==> config.mk <==
export PLATFORM = sky130hd
export DESIGN_NAME = page_rmw_seq
export DESIGN_NICKNAME = d
export VERILOG_FILES = /design/src/rtl/page_rmw_pkg.sv /design/src/rtl/rmw_page_buf.sv /design/src/rtl/rmw_seq_fsm.sv /design/src/rtl/page_rmw_seq.sv
export SDC_FILE = /design/constraint.sdc
export NUM_CORES = 2
export LEC_CHECK = 0
export BUFFER_PORTS_ARGS = -buffer_cell sky130_fd_sc_hd__clkbuf_2
export CORE_UTILIZATION = 50
export CTS_BUF_LIST = sky130_fd_sc_hd__clkbuf_8 sky130_fd_sc_hd__clkbuf_16
export DETAILED_ROUTE_END_ITERATION = 7
export PLACE_DENSITY = 0.68
export SLEW_MARGIN = 20
export SYNTH_ARGS = -nofsm -noshare
export SYNTH_HDL_FRONTEND = slang
export SYNTH_SLANG_ARGS = --single-unit
==> constraint.sdc <==
create_clock -name clk -period 14 [get_ports clk]
set_input_delay 0.7 -clock clk [delete_from_list [all_inputs] [get_ports clk]]
set_output_delay 0.7 -clock clk [all_outputs]
set_load 0.01 [all_outputs]
==> src/rtl/page_rmw_pkg.sv <==
package page_rmw_pkg;
  typedef enum logic [2:0] {
    S_IDLE, S_RD_ISS, S_RD_WAIT, S_ER_ISS, S_ER_WAIT, S_WR_ISS, S_WR_WAIT
  } seq_state_t;

  typedef enum logic [1:0] {
    OP_NONE  = 2'b00,
    OP_READ  = 2'b01,
    OP_ERASE = 2'b10,
    OP_WRITE = 2'b11
  } mem_op_t;
endpackage

==> src/rtl/rmw_page_buf.sv <==
module rmw_page_buf #(
  parameter int BLK_W   = 64,
  parameter int NUM_BLK = 32,
  parameter int BLK_AW  = 5
) (
  input  logic              clk,
  input  logic              cap_en,
  input  logic [BLK_AW-1:0] cap_idx,
  input  logic [BLK_W-1:0]  cap_data,
  input  logic [BLK_AW-1:0] tgt_idx,
  input  logic [BLK_W-1:0]  new_data,
  input  logic [BLK_W-1:0]  new_mask,
  input  logic [BLK_AW-1:0] rd_idx,
  output logic [BLK_W-1:0]  rd_data
);
  logic [BLK_W-1:0] store [NUM_BLK];
  logic [BLK_W-1:0] merged;

  // The target block is merged as it is captured, so no extra pass is needed.
  always_comb begin
    if (cap_idx == tgt_idx)
      merged = (cap_data & ~new_mask) | (new_data & new_mask);
    else
      merged = cap_data;
  end

  always_ff @(posedge clk) begin
    if (cap_en) store[cap_idx] <= merged;
  end

  assign rd_data = store[rd_idx];
endmodule

==> src/rtl/rmw_seq_fsm.sv <==
module rmw_seq_fsm
  import page_rmw_pkg::*;
#(
  parameter int NUM_BLK = 32,
  parameter int BLK_AW  = 5
) (
  input  logic              clk,
  input  logic              rst_n,
  input  logic              start,
  input  logic              mem_busy,
  output logic              idle,
  output logic              cmd_valid,
  output logic [1:0]        cmd_op,
  output logic [BLK_AW-1:0] blk_idx,
  output logic              cap_en,
  output logic              done
);
  localparam logic [BLK_AW-1:0] LAST_IDX = BLK_AW'(NUM_BLK - 1);

  seq_state_t state, state_nx;
  logic [BLK_AW-1:0] cnt;
  logic last, step;

  assign last = (cnt == LAST_IDX);
  assign idle = (state == S_IDLE);
  assign step = !mem_busy && (state == S_RD_WAIT || state == S_WR_WAIT);

  always_comb begin
    state_nx  = state;
    cmd_valid = 1'b0;
    cmd_op    = OP_NONE;
    cap_en    = 1'b0;
    unique case (state)
      S_IDLE:    if (start) state_nx = S_RD_ISS;
      S_RD_ISS:  if (!mem_busy) begin
                   cmd_valid = 1'b1; cmd_op = OP_READ; state_nx = S_RD_WAIT;
                 end
      S_RD_WAIT: if (!mem_busy) begin
                   cap_en   = 1'b1;
                   state_nx = last ? S_ER_ISS : S_RD_ISS;
                 end
      S_ER_ISS:  if (!mem_busy) begin
                   cmd_valid = 1'b1; cmd_op = OP_ERASE; state_nx = S_ER_WAIT;
                 end
      S_ER_WAIT: if (!mem_busy) state_nx = S_WR_ISS;
      S_WR_ISS:  if (!mem_busy) begin
                   cmd_valid = 1'b1; cmd_op = OP_WRITE; state_nx = S_WR_WAIT;
                 end
      S_WR_WAIT: if (!mem_busy) state_nx = last ? S_IDLE : S_WR_ISS;
      default:   state_nx = S_IDLE;
    endcase
  end

  always_ff @(posedge clk or negedge rst_n) begin
    if (!rst_n) begin
      state <= S_IDLE;
      cnt   <= '0;
      done  <= 1'b0;
    end else begin
      state <= state_nx;
      done  <= (state == S_WR_WAIT) && !mem_busy && last;
      if (step) cnt <= last ? '0 : cnt + 1'b1;
    end
  end

  assign blk_idx = cnt;

  assert_single_cmd_R7: assert property (@(posedge clk) disable iff (!rst_n)
    cmd_valid |=> !cmd_valid);
  assert_done_pulse_R8: assert property (@(posedge clk) disable iff (!rst_n)
    done |=> !done);
  assert_busy_after_start_R2: assert property (@(posedge clk) disable iff (!rst_n)
    (start && idle) |=> !idle);
endmodule

==> src/rtl/page_rmw_seq.sv <==
module page_rmw_seq
  import page_rmw_pkg::*;
#(
  parameter int PAGE_AW = 11,
  parameter int NUM_BLK = 32,
  parameter int BLK_W   = 64
) (
  input  logic               clk,
  input  logic               rst_n,
  input  logic               req_valid,
  output logic               req_ready,
  input  logic [PAGE_AW-1:0] req_page,
  input  logic [$clog2(NUM_BLK)-1:0] req_blk,
  input  logic [BLK_W-1:0]   req_data,
  input  logic [BLK_W-1:0]   req_mask,
  output logic               done,
  output logic               mem_cmd_valid,
  output logic [1:0]         mem_cmd_op,
  output logic [PAGE_AW-1:0] mem_cmd_page,
  output logic [$clog2(NUM_BLK)-1:0] mem_cmd_blk,
  output logic [BLK_W-1:0]   mem_cmd_wdata,
  input  logic               mem_busy,
  input  logic [BLK_W-1:0]   mem_rdata
);
  localparam int BLK_AW = $clog2(NUM_BLK);

  logic               accept, idle, cap_en;
  logic [BLK_AW-1:0]  blk_idx;
  logic [PAGE_AW-1:0] pg_q;
  logic [BLK_AW-1:0]  tgt_q;
  logic [BLK_W-1:0]   data_q, mask_q;

  assign req_ready = idle;
  assign accept    = req_valid && idle;

  always_ff @(posedge clk or negedge rst_n) begin
    if (!rst_n) begin
      pg_q   <= '0;
      tgt_q  <= '0;
      data_q <= '0;
      mask_q <= '0;
    end else if (accept) begin
      pg_q   <= req_page;
      tgt_q  <= req_blk;
      data_q <= req_data;
      mask_q <= req_mask;
    end
  end

  rmw_seq_fsm #(.NUM_BLK(NUM_BLK), .BLK_AW(BLK_AW)) u_fsm (
    .clk(clk), .rst_n(rst_n), .start(accept), .mem_busy(mem_busy),
    .idle(idle), .cmd_valid(mem_cmd_valid), .cmd_op(mem_cmd_op),
    .blk_idx(blk_idx), .cap_en(cap_en), .done(done)
  );

  rmw_page_buf #(.BLK_W(BLK_W), .NUM_BLK(NUM_BLK), .BLK_AW(BLK_AW)) u_buf (
    .clk(clk), .cap_en(cap_en), .cap_idx(blk_idx), .cap_data(mem_rdata),
    .tgt_idx(tgt_q), .new_data(data_q), .new_mask(mask_q),
    .rd_idx(blk_idx), .rd_data(mem_cmd_wdata)
  );

  assign mem_cmd_page = pg_q;
  assign mem_cmd_blk  = blk_idx;

  assert_erase_blk_zero_R5: assert property (@(posedge clk) disable iff (!rst_n)
    (mem_cmd_valid && mem_cmd_op == OP_ERASE) |-> (mem_cmd_blk == '0));
  assert_page_stable_R3: assert property (@(posedge clk) disable iff (!rst_n)
    (!req_ready && $past(!req_ready)) |-> $stable(mem_cmd_page));
endmodule

==> metrics.md <==
| Metric | Value |
|---|---|
| Status | `completed` |
| Clock Tree Buf Depth | `3` |
| Mean Syn Cell Area | `roughly 18 um^2` |
| Dpl cell area | `89000 um^2` |
| Clock Latency Late Sink | `between 0.8 and 0.9 ns` |
| #FFs+latches synth | `about 2200` |
| Main combinational cell family by area after synthesis | `multiplexers` |
| GR Overflow Total | `0` |
| Pleak | `around 33 nW` |
| Combinational fraction of design power | `0.244` |
| Max-slew violation count | `0` |
| Synth top area share | `0.726` |
| Initial Util | `0.505` |
| Mapped Area | `84700 um^2` |
| Vias in the first global route | `approximately 45000` |
| Post-Synth Simple-Gate Area | `0.0219` |
| H-tree Lvls | `4` |
| Crit path capture type | `output pin` |
| Total routed wirelength | `221000 um` |
| Place WS | `around 8.3 ns` |
| Die Area | `about 170000 um^2` |
| Core area | `between 150000 and 200000 um^2` |
| Hold Crit Class | `primary input to flip-flop` |
| Max-cap viol count | `0` |
| Layout cells sized above 1 | `0.193` |
| Pwr Density | `approximately 190 nW/um^2` |
| EDFF count, synth | `a little over 2000` |
| Compound-gate portion of the synthesized area | `0.0391` |
| CP required | `around 13 ns` |
| Die Width | `just over 400 um` |
| Crit share post-route | `0.471` |
| CP max FO | `between 100 and 150` |
| TNS Setup | `0 ns` |
| Mapped Cells | `4585` |
| CTS Hold Bufs | `1` |
| Hold depth | `2` |
| Worst IR Drop VDD | `around 0.00018 V` |
| Final Setup Violations | `0` |
| Reg2Reg Depth | `4` |
| Power share of the sequential group | `0.437` |
| Num rows | `150` |
| CTS tree | `yes` |
| Unrepaired setup endpoints after global routing | `false` |
| Post-DP HPWL | `between 100000 and 150000 um` |
| Seq/Total Area, Yosys | `0.771` |
| DRC | `0` |
| Initial antenna violation count | `4` |
| CTS Root Cell | `clkbuf_16` |
| # Post-CTS Setup Buffers | `0` |
| Kind of critical path | `flip-flop to output pin` |
| Synth Flop Type | `edfxtp_1` |
| Post-route cell area | `96000 um^2` |
| DRT iter0 DRCs | `between 5000 and 6000` |
| Resize count post-CTS | `0` |
| Synth-to-layout area growth | `13.4%` |
| Via count | `between 40000 and 50000` |
| Internal power | `12.6 mW` |
| Top area cells in the synthesized netlist | `edfxtp_1, mux2i_1, dfrtp_1` |
| Worst Tran Pin Value | `around 1.2 ns` |
| Nets | `5158` |
| Clock share of power | `0.318` |
| Mux contribution to synthesized area | `0.151` |
| Area leader, netlist | `edfxtp_1` |
| Chip Height | `just over 400 um` |
| Global placer's final weighted congestion | `0.773` |
| Routed Antenna Nets | `0` |
| Ys Warns | `0` |
| IO buf count | `around 300` |
| Max_slew headroom | `0.223` |
| Async set or reset register ratio after synthesis | `0.0695` |
| Sw Share | `0.296` |
| Fin Clk Skew | `0.0481 ns` |
| Cell variety after synth | `38` |
| Hold Violations, Final | `0` |
| Filler cells | `12499` |
| Total CTS buffers | `around 210` |
| Switching power total | `5.31 mW` |
| Drt pass-1 iters | `6` |
| Arrival time worst endpoint | `just under 6 ns` |
| Num ports | `between 200 and 300` |
| Peak Freq | `152 MHz` |
| Syn nets | `~4800` |
| Post-Synth Adder-Cell Area | `0.000886` |
| XOR/XNOR Fraction of Synth Area | `0.000606` |
| Avg WL per Cell | `30.0 um` |
| Overall Global Routing Usage | `0.256` |
| Setup ws final | `roughly 7.4 ns` |
| Reg clk slew, reported paths | `0.06 ns` |
| Global-route wire length before repair | `between 300000 and 400000 um` |
| CP startpoint kind | `flip-flop` |
| Largest net degree at the start of global routing | `~150` |
| Clock sink total | `roughly 2200` |
| Final min period | `about 6.6 ns` |
| DR vias/cell | `a little over 6` |
## cells in the mapped netlist, drive strengths merged (3+ instances only)
master / instances
ha: 6
xor2: 5
inv: 6
a21oi: 5
buf: 172
edfxtp: 2048
o22ai: 514
mux2i: 1024
clkbuf: 93
nand4b: 4
nand4bb: 6
o21ai: 5
nor3: 3
mux2: 209
nand2: 80
nor2: 38
nor4: 128
nand3: 67
dfrtp: 153
or4b: 4
## power groups by stage
stage	Clock [mW]	Sequential [mW]	Combinational, mW
final	5.70	7.83	4.37
after global routing	6.02	7.86	4.63
after CTS	5.76	7.83	4.40
after detailed placement	0	7.97	4.39
after global placement	0	7.95	4.33
after floorplan	0	7.87	3.02
## final timing paths
kind	startpoint	slack [ns]	to
worst max-delay path	u_fsm.blk_idx[1]	7.40	mem_cmd_wdata[26]
worst min-delay path	req_mask[23]	0.08	mask_q[23]
worst max register to register	u_fsm.blk_idx[0]	9.65	u_buf.store[7][38]
worst min register to register	data_q[55]	0.50	data_q[55]
max in group asynchronous	rst_n	12.38	data_q[26]
min in group asynchronous	rst_n	0.38	data_q[54]
## metrics by stage
step	hold WS [ns]	cells	total power, mW	utilization
finish	0.0795	7347	17.9	0.573
global route	0.0548	7347	18.5	0.573
CTS	0.00871	7333	18.0	0.573
detailed placement	0.495	6929	12.4	0.531
global placement	0.488	6927	12.3	0.531
floorplan	0.404	4585	10.9	-
## cells by family after synthesis
logic type	Yosys count
buffers and inverters	271
AND/OR/NAND/NOR	339
XOR/XNOR	5
adder cells (fa/ha/maj)	6
AO/OA/AOI/OAI	530
flip-flops	2201
multiplexers	1233
## sequential cells by signal (all words and copies together) (netlist names)
name and cells:
data_q 64, u_fsm.blk_idx 5, u_fsm.done 1, u_fsm.state 3
mask_q 64, u_buf.store 2048, mem_cmd_page 11, tgt_q 5
## layout by cell type, fill, tap and decap left out, types with 2 or more instances in the layout
master      count
edfxtp_1     2048
mux2i_1      1024
o22ai_1       514
clkbuf_2      295
clkbuf_16     214
dfrtp_1       152
mux2_2        149
nor4_1        128
buf_4         102
nand2_1        80
mux2_4         60
nand3_1        57
inv_1          54
clkinv_2       47
clkinv_1       38
nor2_4         33
bufinv_16      22
diode_2        14
clkbuf_8       12
nand3_2        10
inv_6           8
buf_12          7
nand4bb_4       6
ha_1            6
clkinvlp_4      6
a21oi_1         5
nor2_1          5
o21ai_0         5
xor2_1          4
or4b_4          4
nand4b_1        4
clkinv_16       3
and3_1          2
nor3_1          2
nor3b_1         2
nor2b_1         2
o31ai_1         2
clkinv_4        2
clkinv_8        2
## worst max-delay path, stage by stage (launching register included)
cell and delay (ns):
dfrtp_4 0.99, buf_4 0.81, buf_12 0.67, buf_4 0.87
mux2i_1 0.27, o22ai_1 0.11, nor4_1 0.65, nand2_1 0.21
clkbuf_2 0.17
## area by class of cell
class	instances	area, um^2	share of cell area
Sequential cell	2201	65300	0.680
Multi-Input combinational cell	2113	18500	0.192
Clock buffer	225	5510	0.0573
Tap cell	2204	2760	0.0287
Timing Repair Buffer	406	2410	0.0251
Clock inverter	178	1500	0.0156
Antenna cell	14	35.0	0.000365
Inverter	6	22.5	0.000234
## layer usage
layer  track usage  vias up  share of wire
met2         0.427     2203           0.49
li1              -    19289              -
met5             0        -       0.000059
met3        0.0399      382          0.084
met1         0.343    23555           0.39
met4        0.0860        2          0.032
(Power assumes the default switching activity.)
